<file path="config.mk">
export PLATFORM = sky130hd
export DESIGN_NAME = spi_eeprom_xfer
export DESIGN_NICKNAME = d
export VERILOG_FILES = /design/src/rtl/spi_eeprom_xfer.sv
export SDC_FILE = /design/constraint.sdc
export NUM_CORES = 1
export LEC_CHECK = 0
export ABC_CLOCK_PERIOD_IN_PS = 5160
export BUFFER_PORTS_ARGS = -buffer_cell sky130_fd_sc_hd__buf_2
export CAP_MARGIN = 10
export CORE_MARGIN = 2
export CORE_UTILIZATION = 52
export CTS_CLUSTER_SIZE = 12
export DETAILED_ROUTE_END_ITERATION = 12
export PLACE_DENSITY = 0.74
export SLEW_MARGIN = 30
export SYNTH_ARGS = -nofsm -noshare
export SYNTH_HDL_FRONTEND = slang
export SYNTH_SLANG_ARGS = --single-unit
</file>
<file path="constraint.sdc">
create_clock -name clk -period 5.16 [get_ports clk]
set_input_delay 0.258 -clock clk [delete_from_list [all_inputs] [get_ports clk]]
set_output_delay 0.258 -clock clk [all_outputs]
set_load 0.03 [all_outputs]
</file>
<file path="src/rtl/spi_eeprom_xfer.sv">
module spi_eeprom_xfer #(
  parameter int AW       = 16,
  parameter int HALF_DIV = 2,
  parameter int MAX_POLL = 16,
  parameter int STBY_CYC = 4
) (
  input  logic          clk,
  input  logic          rst_n,
  input  logic          start,
  input  logic          write_en,
  input  logic          addr16,
  input  logic [AW-1:0] word_ofs,
  input  logic [AW-1:0] word_cnt,
  input  logic [AW-1:0] dev_words,
  input  logic [AW-1:0] page_bytes,
  input  logic [15:0]   wdata,
  output logic          wd_take,
  output logic          rd_valid,
  output logic [15:0]   rdata,
  output logic          busy,
  output logic          done,
  output logic          err,
  output logic          cs_n,
  output logic          sck,
  output logic          mosi,
  input  logic          miso
);
  localparam int DW = (HALF_DIV > 1) ? $clog2(HALF_DIV) : 1;
  localparam int PW = $clog2(MAX_POLL + 1);
  localparam int SW = $clog2(STBY_CYC + 1);

  typedef enum logic [3:0] {
    S_IDLE, S_POLL_OP, S_POLL_RX, S_POLL_EV, S_STBY,
    S_WREN, S_CMD, S_ADDR, S_RD, S_WR, S_END
  } st_t;

  st_t st, ret_st;
  logic wr_q, a16_q, fail, armed;
  logic [AW-1:0] ofs_q, cnt_q, pg_q, idx;
  logic [PW-1:0] tries;
  logic [SW-1:0] scnt;
  logic sh_busy, rx_mode, sck_q, cs_q;
  logic [15:0] tx_sr, rx_sr, rdata_q;
  logic [4:0] nbits;
  logic [DW-1:0] dcnt;
  logic done_q, err_q, rdv_q, take_q;

  logic [AW-1:0] cur, cur_nx;
  logic [AW:0] byte_addr, next_byte, pg_mask;
  logic a8, last, page_hit, shifting, go, sh_done;
  logic [15:0] go_data;
  logic go_len16, go_rx;

  assign cur       = ofs_q + idx;
  assign cur_nx    = cur + AW'(1);
  assign byte_addr = {cur, 1'b0};
  assign next_byte = {cur_nx, 1'b0};
  assign pg_mask   = {1'b0, pg_q} - (AW+1)'(1);
  assign page_hit  = (next_byte & pg_mask) == '0;
  assign a8        = !a16_q && (cur >= AW'(128));
  assign last      = idx == cnt_q - AW'(1);
  assign shifting  = st inside {S_POLL_OP, S_POLL_RX, S_WREN, S_CMD, S_ADDR, S_RD, S_WR};
  assign go        = shifting && !armed;
  assign sh_done   = armed && !sh_busy;

  always_comb begin
    go_data  = 16'h0000;
    go_len16 = 1'b0;
    go_rx    = 1'b0;
    case (st)
      S_POLL_OP: go_data = 16'h0500;
      S_POLL_RX: go_rx = 1'b1;
      S_WREN:    go_data = 16'h0600;
      S_CMD:     go_data = {(wr_q ? 8'h02 : 8'h03) | (a8 ? 8'h08 : 8'h00), 8'h00};
      S_ADDR: begin
        go_len16 = a16_q;
        go_data  = a16_q ? byte_addr[15:0] : {byte_addr[7:0], 8'h00};
      end
      S_RD: begin
        go_rx    = 1'b1;
        go_len16 = 1'b1;
      end
      S_WR: begin
        go_len16 = 1'b1;
        go_data  = {wdata[7:0], wdata[15:8]};
      end
      default: ;
    endcase
  end

  always_ff @(posedge clk or negedge rst_n) begin
    if (!rst_n) begin
      sh_busy <= 1'b0;
      rx_mode <= 1'b0;
      sck_q   <= 1'b0;
      tx_sr   <= '0;
      rx_sr   <= '0;
      nbits   <= '0;
      dcnt    <= '0;
    end else if (go) begin
      sh_busy <= 1'b1;
      rx_mode <= go_rx;
      sck_q   <= 1'b0;
      tx_sr   <= go_data;
      nbits   <= go_len16 ? 5'd16 : 5'd8;
      dcnt    <= '0;
    end else if (sh_busy) begin
      if (dcnt == DW'(HALF_DIV - 1)) begin
        dcnt <= '0;
        if (!sck_q) begin
          sck_q <= 1'b1;
          rx_sr <= {rx_sr[14:0], miso};
        end else begin
          sck_q <= 1'b0;
          tx_sr <= {tx_sr[14:0], 1'b0};
          nbits <= nbits - 5'd1;
          if (nbits == 5'd1) sh_busy <= 1'b0;
        end
      end else begin
        dcnt <= dcnt + DW'(1);
      end
    end
  end

  always_ff @(posedge clk or negedge rst_n) begin
    if (!rst_n) begin
      st      <= S_IDLE;
      ret_st  <= S_IDLE;
      wr_q    <= 1'b0;
      a16_q   <= 1'b0;
      ofs_q   <= '0;
      cnt_q   <= '0;
      pg_q    <= '0;
      idx     <= '0;
      tries   <= '0;
      scnt    <= '0;
      fail    <= 1'b0;
      armed   <= 1'b0;
      cs_q    <= 1'b1;
      rdata_q <= '0;
      done_q  <= 1'b0;
      err_q   <= 1'b0;
      rdv_q   <= 1'b0;
      take_q  <= 1'b0;
    end else begin
      done_q <= 1'b0;
      err_q  <= 1'b0;
      rdv_q  <= 1'b0;
      take_q <= 1'b0;
      if (go) begin
        armed <= 1'b1;
        if (st == S_WR) take_q <= 1'b1;
      end
      case (st)
        S_IDLE: if (start) begin
          wr_q  <= write_en;
          a16_q <= addr16;
          ofs_q <= word_ofs;
          cnt_q <= word_cnt;
          pg_q  <= page_bytes;
          idx   <= '0;
          tries <= '0;
          fail  <= 1'b0;
          if ((word_ofs >= dev_words) || (word_cnt == '0) ||
              (word_cnt > dev_words - word_ofs)) begin
            fail <= 1'b1;
            st   <= S_END;
          end else begin
            cs_q <= 1'b0;
            st   <= S_POLL_OP;
          end
        end
        S_POLL_OP: if (sh_done) begin
          armed <= 1'b0;
          st    <= S_POLL_RX;
        end
        S_POLL_RX: if (sh_done) begin
          armed <= 1'b0;
          st    <= S_POLL_EV;
        end
        S_POLL_EV: begin
          if (!rx_sr[0]) begin
            ret_st <= wr_q ? S_WREN : S_CMD;
            cs_q   <= 1'b1;
            scnt   <= '0;
            st     <= S_STBY;
          end else if (tries == PW'(MAX_POLL - 1)) begin
            fail <= 1'b1;
            st   <= S_END;
          end else begin
            tries  <= tries + PW'(1);
            ret_st <= S_POLL_OP;
            cs_q   <= 1'b1;
            scnt   <= '0;
            st     <= S_STBY;
          end
        end
        S_STBY: begin
          if (scnt == SW'(STBY_CYC - 1)) begin
            cs_q <= 1'b0;
            st   <= ret_st;
          end else begin
            scnt <= scnt + SW'(1);
          end
        end
        S_WREN: if (sh_done) begin
          armed  <= 1'b0;
          ret_st <= S_CMD;
          cs_q   <= 1'b1;
          scnt   <= '0;
          st     <= S_STBY;
        end
        S_CMD: if (sh_done) begin
          armed <= 1'b0;
          st    <= S_ADDR;
        end
        S_ADDR: if (sh_done) begin
          armed <= 1'b0;
          st    <= wr_q ? S_WR : S_RD;
        end
        S_RD: if (sh_done) begin
          armed   <= 1'b0;
          rdata_q <= {rx_sr[7:0], rx_sr[15:8]};
          rdv_q   <= 1'b1;
          idx     <= idx + AW'(1);
          if (last) st <= S_END;
        end
        S_WR: if (sh_done) begin
          armed <= 1'b0;
          idx   <= idx + AW'(1);
          if (last) begin
            st <= S_END;
          end else if (page_hit) begin
            tries  <= '0;
            ret_st <= S_POLL_OP;
            cs_q   <= 1'b1;
            scnt   <= '0;
            st     <= S_STBY;
          end
        end
        S_END: begin
          cs_q   <= 1'b1;
          done_q <= 1'b1;
          err_q  <= fail;
          st     <= S_IDLE;
        end
        default: st <= S_IDLE;
      endcase
    end
  end

  assign busy     = st != S_IDLE;
  assign done     = done_q;
  assign err      = err_q;
  assign rd_valid = rdv_q;
  assign wd_take  = take_q;
  assign rdata    = rdata_q;
  assign cs_n     = cs_q;
  assign sck      = sck_q;
  assign mosi     = (sh_busy && !rx_mode) ? tx_sr[15] : 1'b1;
endmodule


</file>
* After elaboration in Yosys (flattened, before gate mapping)
Cells that the tools add are included.
Cells by class: equality and inequality tests 34, bitwise operators 4, mux-type cells 95, add/sub/neg operators 10, reductions and logical operators 39, magnitude comparators 3
Operators with widths (number):
- $mux 16 | 7
- $mux 4 | 22
- $pmux 16 s5 | 1
- $mux 5 | 11
- $pmux 4 s10 | 1
- $mux 1 | 38
- $ne 2x2->1 const B | 17
- $add 16x1->16 const B | 2
- $pmux 16 s2 | 1
- $mux 3 | 7
- $and 17x17->17 | 1
- $logic_not 17->1 | 1
- $sub 16x1->17 const B | 1
- $add 16x16->16 | 1
- $eq 16x16->1 | 1
- $eq 4x3->1 const B | 4
- $ge 16x16->1 | 1
- $ge 16x8->1 const B | 1
- $gt 16x16->1 | 1
- $logic_not 16->1 | 1
- $sub 16x1->16 const B | 1
- $sub 16x16->16 | 1
- $pmux 5 s3 | 1
- $reduce_and 7->1 | 2
- other kinds (36) | 60
Storage, ports and cells: output and inout bits 24, word-level logic and storage cells 210, register bits after elaboration 146

* Logic depth before layout (Yosys ltp)
Gate-level depths: netlist (run 1).
word-level depth 8, mapped depth 23, mapped depth without buffers 23

* Worst setup path after synthesis (run 1)
OpenSTA, ideal clock, no wires.
path type input to register, from input dev_words[0], to register st[3], setup time 0.126 ns, stages on the path 21, data required time 5.034 ns, arrival time 3.872 ns, slack 1.162 ns, cells stage by stage inv_1 ha_1 fa_1 nand2b_1 a21boi_0 o21ai_0 a21oi_1 o21ai_0 a21boi_0 or2_2 a21o_1 a21oi_1 xnor2_1 ha_1 nand4_1 nor2_1 nand2_1 o32ai_1 o2111ai_1 a221o_1 o32a_1
On the way: cells in the longest elaborated chain, start to end 6, elaborated cells between the ends (all ways) 8
RTL lines:
- start: declaration | line 14 | input logic [AW-1:0] dev_words,
- $sub 16x16->16 / $ge 16x16->1 (equally long branches) | line 165, 164
- $gt 16x16->1 / $logic_or 1x1->1 (equally long branches) | line 165, 164
- $logic_or 1x1->1 * | line 164 | if ((word_ofs >= dev_words) || (word_cnt == '0) ||
- $mux 4 * | line 164
- $mux 4 * | line 155 | S_IDLE: if (start) begin
- $pmux 4 s10 * | line 154 | case (st)
- end signal: assignment | line 201 | st <= ret_st;
- end signal: assignment | line 219 | st <= wr_q ? S_WR : S_RD;
- end: declaration | line 37 | st_t st, ret_st;
Every way passes the cells marked *; elsewhere a longest branch is shown, timed or not. The select of a mux whose other input is x is not followed. A chain may end at the register's enable or synchronous reset.

* Final worst setup path (run 1)
from register idx[0], to register scnt[0]
On the way: cells in the longest elaborated chain, start to end 6, elaborated cells between the ends (all ways) 8
RTL lines:
- start: declaration | line 39 | logic [AW-1:0] ofs_q, cnt_q, pg_q, idx;
- start signal: assignment | line 225 | idx <= idx + AW'(1);
- start signal: assignment | line 230 | idx <= idx + AW'(1);
- $add 16x16->16 | line 54 | assign cur = ofs_q + idx;
- $add 16x1->16 | line 55 | assign cur_nx = cur + AW'(1);
- $and 17x17->17 | line 59 | assign page_hit = (next_byte & pg_mask) == '0;
- $logic_not 17->1 | line 59
- $ne 2x2->1 (no line)
- $reduce_and 7->1 (no line) *
- end signal: assignment | line 203 | scnt <= scnt + SW'(1);
- end: declaration | line 41 | logic [SW-1:0] scnt;
Every way passes the cells marked *; elsewhere a longest branch is shown, timed or not.

==> results of run 1 <==
logic make-up after synthesis:
| family | synth area share [%] |
|---|---|
| simple gates | 22.95 |
| flops | 36.06 |
| mux | 4.226 |
| compound gates | 18.56 |
| buf+inv | 3.791 |
| xor+xnor | 6.936 |
| fa+ha+maj | 7.483 |
repair_timing:
item / in CTS / in global routing
endpoints found under the hold margin: 92 / 0
endpoints found under the setup margin: 0 / 0
hold buffers: 1 / 0
through the flow:
stage / setup WS, ns / area (µm²)
2_1_floorplan: 1.162 / 10070
3_3_place_gp: 0.4961 / 10780
3_5_place_dp: 0.2988 / 10790
4_1_cts: 0.7116 / 11430
5_1_grt: 0.1469 / 11470
6_report: 0.6332 / 11470
how the worst max path moves through the flow:
stage / startpoint / slack [ns] / to
after floorplan: dev_words[0] / 1.16 / st[3]$_DFFE_PN0P_
after global placement: word_ofs[1] / 0.50 / st[3]$_DFFE_PN0P_
after detailed placement: word_ofs[1] / 0.30 / st[3]$_DFFE_PN0P_
after CTS: idx[0]$_DFFE_PN0P_ / 0.71 / scnt[0]$_DFFE_PN0P_
after global routing: word_ofs[1] / 0.15 / st[3]$_DFFE_PN0P_
final: idx[0]$_DFFE_PN0P_ / 0.63 / scnt[0]$_DFFE_PN0P_
registers in the layout, indices dropped and copies added, names as in the netlist, 3 cells and up, named ones only:
register,cells
nbits,5
ret_st,3
scnt,3
tx_sr,16
st,4
cnt_q,16
rx_sr,16
pg_q,16
rdata,16
idx,16
tries,5
ofs_q,16
worst min-delay path: stages:
cell,delay (ns)
buf_2,0.07
nand2_1,0.04
nand2_1,0.04
where the power goes:
group / internal (mW) / total (mW) / switching, mW / leakage, nW
Sequential: 1.56 / 2.08 / 0.521 / 1.87
Combinational: 1.24 / 2.98 / 1.74 / 3.33
Clock: 0.787 / 1.34 / 0.556 / 0.313
synthesized netlist by cell type, types with 10 or more instances:
cell type,number
a21oi_1,53
mux2_2,20
o22ai_1,18
o21ai_0,60
nand2b_1,13
a211oi_1,14
nor3_1,42
inv_1,48
mux2i_1,17
and3_1,12
nand3_1,29
nand2_1,219
dfrtp_1,144
a22oi_1,10
nor4_1,14
nand4_1,16
a21o_1,14
nor2_1,87
o21a_1,11
nor2b_1,14
xnor2_1,36
ha_1,57
or3_1,11
clkbuf_1,39
xor2_1,40
metal layers:
layer | routed length (µm) | global-route usage, % | vias to the layer above | part of all wire, %
met1 | 11880 | 35.72 | 4273 | 46
li1 | - | - | 4383 | -
met5 | 0 | 0 | - | 0
met4 | 471 | 8.286 | 0 | 1.8
met2 | 11860 | 42.26 | 299 | 46
met3 | 1335 | 3.119 | 39 | 5.2
final cells by class:
class | count | area share [%]
clock buffer | 17 | 3.709
clock inverter | 15 | 1.811
inverter | 49 | 1.604
multi-input combinational | 937 | 52.99
sequential | 145 | 31.65
tap | 260 | 2.836
timing repair buffer | 115 | 5.400
==> metrics, run 1 <==
status=completed; crit share post-route=87.73%; TritonCTS Sinks=roughly 150; initial antenna violation count=0; most frequent cells in the layout=nand2_1, dfrtp_1, buf_2; DIE WIDTH=approximately 140 µm; Critical Path Fanout Max=6; yosys warns=0; final hold vios=0; input/output buffers=around 110; routed length per instance=about 17 µm; via count=~9k; Hold WS=~0.009 ns; All-Layer GR Usage=between 20% and 30%; family with the most delay on the worst path=simple AND/OR/NAND/NOR gates; vias per cell=roughly 5.8; drt first pass iters=7; main flop type after synthesis=dfrtp_1; fraction of layout cells with a size suffix above 1=between 15 and 20%; share of Yosys cell area claimed by the top area cell type=35.80%; cells resized by post-CTS repair=0; min-delay src=page_bytes[5]; RSZ-0062 raised after global routing=false; clock slew at reported path FFs=~0.070 ns; Post-Route WL=25,540 µm; Iter 0 DRT Violations=~710; RR Startpoint=idx[0]$_DFFE_PN0P_; ANT cells=0; initial cell density of the core=between 50% and 60%; Cell variety after synth=89; Die H=between 100 and 150 µm; DP HPWL=roughly 19,000 µm; Layout fillers=approximately 1.6k; Max Cap Viol=0; fmax=between 0.2 and 0.25 GHz; Max Transition Viols Final=0; H-tree levels=4; ys async rst share=100.0%; synth-to-layout area growth=13.95%; worst r2r dst=scnt[0]$_DFFE_PN0P_; grt total ovfl=0; critical path's slowest cell=nor3b_2; leading cell type in the layout, fill and taps excluded=nand2_1; clock buffer depth=2; # IOs=110; Clock Latency Late Sink=about 0.44 ns; Synth Net Count=1,323; Seq/Total Area, Yosys=between 30% and 40%; arrival time worst endpoint=roughly 4.8 ns; internal reg-to-reg setup slack=roughly 0.63 ns; Buffers & Inverters on Critical Path=0; sequential standard cell area=roughly 3600 µm²; minimum clock period=around 4.5 ns; hold path depth=3; Area contributors post-synth=dfrtp_1, nand2_1, ha_1; Die ar.=about 20,000 µm²; clk root buf=clkbuf_16; class of the most critical setup path=flip-flop to flip-flop; synthesized area=about 10,000 µm²; Post-Syn Instances=about 1.2k; Slew Limit Headroom=between 30% and 40%; Fin Setup TNS=0 ns; Worst setup EP type=flip-flop; Core Util, Final=between 60% and 70%; power per cell area=557.8 nW/µm²; core box area=between 15,000 and 20,000 µm²; Worst Path Required=5.48 ns; DRT antenna net count=0; cell chain of the critical path=ha_1 > fa_1 > a211o_1 > a2111oi_1 > or3_1 > nand3_1 > nor2_1 > o311ai_0 > nor4_2 > nand4_1 > nor3b_2 > o22ai_2 > mux2_4; mean post-synth cell area=approximately 8.5 µm²; Multi-input gate area=between 6000 and 7000 µm²; dpl cells=approximately 1.5k; Yosys top cell by area=dfrtp_1; power after layout=around 6.4 mW; vias in the first global route=about 8.6k; Hold WC Path Type=input pin to flip-flop; VDD IR max=0.0002799 V; first-pass GRT wire length=~42,000 µm; worst r2r path cells=13; Final Non-Filler Cells=roughly 1.5k; Cell Rows=50; Residual DRC=0; pin count of the biggest net entering global routing=95; Slew @ Worst Pin=a little under 1 ns; CTS buffer count=17; Final nets=1,410; EDFF count, synth=0; Setup Buffers After CTS=0; Worst Setup Start Kind=flip-flop; Pleak=between 5 and 6 nW; Worst Hold Path EP=pg_q[5]$_DFFE_PN0P_; clock skew=0.01123 ns; Setup Viol. Count Final=0; critical path depth=13; Seq cells post-synth=approximately 150; largest stage delay on the critical path=roughly 0.49 ns; TritonCTS clock tree=built; gpl congestion=0.8943
(Power assumes the default switching activity.)
==> run 2: changes to the inputs <==
--- a/config.mk
+++ b/config.mk
@@ -5,14 +5,14 @@
 export SDC_FILE = /design/constraint.sdc
 export NUM_CORES = 1
 export LEC_CHECK = 0
-export ABC_CLOCK_PERIOD_IN_PS = 5160
+export ABC_CLOCK_PERIOD_IN_PS = 5000
 export BUFFER_PORTS_ARGS = -buffer_cell sky130_fd_sc_hd__buf_2
 export CAP_MARGIN = 10
-export CORE_MARGIN = 2
 export CORE_UTILIZATION = 52
 export CTS_CLUSTER_SIZE = 12
 export DETAILED_ROUTE_END_ITERATION = 12
 export PLACE_DENSITY = 0.74
+export SKIP_CTS_REPAIR_TIMING = 1
 export SLEW_MARGIN = 30
 export SYNTH_ARGS = -nofsm -noshare
 export SYNTH_HDL_FRONTEND = slang
==> constraint.sdc (replaced) <==
create_clock -name clk -period 5 [get_ports clk]
set_input_delay 0.25 -clock clk [delete_from_list [all_inputs] [get_ports clk]]
set_output_delay 0.25 -clock clk [all_outputs]
set_load 0.03 [all_outputs]
==> run 2 against run 1 <==
  * Clock skew down 0.0017 ns
  * Setup slack worse by 0.022 ns
  * Utilization down 0.060 points
  * Worst hold slack worse by 0.0047 ns
  * Sequential power up 3%
  * Clock power about the same
  * Non-clock buffer count unchanged
  * Register-to-register slack worse by 0.02 ns
  * Clock-buffer cell count unchanged
  * Combinational power up 3%
  * Wire length down 1.1%
  * Critical path type unchanged
  * Largest cell class unchanged
==> metrics, run 2 (synthesis gave the netlist of run 1 again) <==
DIE WIDTH=between 100 and 150 µm; drt first pass iters=5; Layout fillers=1,688; min-delay src=page_bytes[8]; # IOs=110; Int Pwr=~3.7 mW; initial cell density of the core=between 50% and 60%; Die ar.=19,920 µm²; H-tree levels=4; VDD IR max=0.0002696 V; All-Layer GR Usage=26.52%; final hold vios=0; vias in the first global route=approximately 8.8k; Residual DRC=0; Die H=~140 µm; Crit path top cell by count=nor4_2; first-pass GRT wire length=42,290 µm; RSZ-0062 raised after global routing=false; TritonCTS Sinks=between 100 and 150; Slew Limit Headroom=roughly a third; Max Transition Viols Final=0; pin count of the biggest net entering global routing=99; Pleak=5.500 nW; Hold WC Path Type=input pin to flip-flop; Cell Rows=50; clock skew=about 0.0095 ns; RR Startpoint=idx[0]$_DFFE_PN0P_; status=completed; Crit. Startpoint=idx[0]$_DFFE_PN0P_; Fin Setup TNS=0 ns; clock slew at reported path FFs=~0.07 ns; input/output buffers=between 100 and 150; Post-Route WL=25,260 µm; combinational share of power=between 40 and 50%; most frequent cells in the layout=nand2_1, dfrtp_1, buf_2; cell chain of the critical path=ha_1 > fa_1 > xor2_2 > o211ai_1 > nor4_2 > xnor2_1 > a221oi_2 > o311ai_0 > nor4_2 > nand4_1 > nor3b_2 > o22ai_2 > mux2_4; Net Sw Power=slightly below 3 mW; power per cell area=574.9 nW/µm²; TritonCTS clock tree=built; Worst setup EP type=flip-flop; clock buffer depth=2; Iter 0 DRT Violations=roughly 620; Worst Setup Start Kind=flip-flop; initial antenna violation count=0; critical path's slowest cell=nor3b_2; leading cell type in the layout, fill and taps excluded=nand2_1; largest stage delay on the critical path=0.47 ns; DRT antenna net count=0; DP HPWL=roughly 19,000 µm; Worst Path Required=5.32 ns; Clock Latency Late Sink=roughly 0.43 ns; minimum clock period=4.389 ns; arrival time worst endpoint=about 4.7 ns; via count=about 8.9k; ANT cells=0; CTS buffer count=17; fraction of layout cells with a size suffix above 1=approximately 16%; clock power share=about a fifth; Critical Path Fanout Max=7; gpl congestion=approximately 0.91; crit share post-route=87.78%; Final nets=roughly 1.4k; synth-to-layout area growth=13.83%; vias per cell=5.798; class of the most critical setup path=flip-flop to flip-flop; Core Util, Final=around three fifths; Max Cap Viol=0; sequential power share=between 30% and 40%; core box area=around 19,000 µm²; Slew @ Worst Pin=approximately 1.0 ns; grt total ovfl=0; fmax=roughly 0.23 GHz; clk root buf=clkbuf_16; switch share=a little over two fifths; routed length per instance=16.43 µm; Setup Viol. Count Final=0
-- run 2: layer usage --
metal / part of all wire (%) / GRT usage, % / vias to the layer above
li1: - / - / 4377
met1: 46 / 35.76 / 4172
met2: 47 / 43.43 / 326
met3: 5.7 / 4.484 / 43
met4: 1.9 / 8.352 / 0
met5: 0 / 0 / -
-- run 2: critical path, delay by kind of cell (launching register included) --
kind | cells | cell delay [ns]
simple gates | 4 | 1.36
flops | 1 | 0.44
mux | 1 | 0.30
compound gates | 4 | 0.86
xor+xnor | 2 | 0.59
fa+ha+maj | 2 | 0.73
-- run 2: metrics by stage --
| stage | power [mW] | cells | hold WS, ns | area [µm²] | worst slack [ns] |
|---|---|---|---|---|---|
| 2_1_floorplan | 4.423 | 1178 | -0.04559 | 10070 | 1.010 |
| 3_3_place_gp | 5.106 | 1505 | 0.4077 | 10790 | 0.4654 |
| 3_5_place_dp | 5.174 | 1505 | 0.4182 | 10800 | 0.3204 |
| 4_1_cts | 6.580 | 1537 | -0.04082 | 11440 | 0.6361 |
| 5_1_grt | 7.055 | 1538 | 0.01193 | 11460 | 0.3268 |
| 6_report | 6.588 | 1538 | 0.004524 | 11460 | 0.6112 |
-- run 2: final cells by class --
class | instances | area, µm² | share of cell area, %
clock buffers | 17 | 425.4 | 3.713
clock inverters | 15 | 216.5 | 1.889
inverters | 49 | 183.9 | 1.605
multi-input cells | 937 | 6076 | 53.02
flip-flops and latches | 145 | 3630 | 31.68
well taps | 260 | 325.3 | 2.839
repair buffers | 115 | 601.8 | 5.252
-- run 2: power groups by stage --
stage               combinational [mW]  sequential (mW)  clock [mW]
floorplan                         2.44             1.98           0
global placement                  2.97             2.14           0
detailed placement                3.03             2.15           0
CTS                               3.05             2.13        1.39
global route                      3.41             2.21        1.44
finish                            3.07             2.14        1.37
-- run 2: worst paths after layout --
kind	end	slack (ns)	cells after the start
max	scnt[0]$_DFFE_PN0P_	0.61	13
min	pg_q[8]$_DFFE_PN0P_	0.005	3
max reg2reg	scnt[0]$_DFFE_PN0P_	0.61	13
min reg2reg	rdata[13]$_DFFE_PN0P_	0.47	2
max in group asynchronous	scnt[2]$_DFFE_PN0P_	3.43	3
min in group asynchronous	nbits[0]$_DFFE_PN0P_	0.46	2
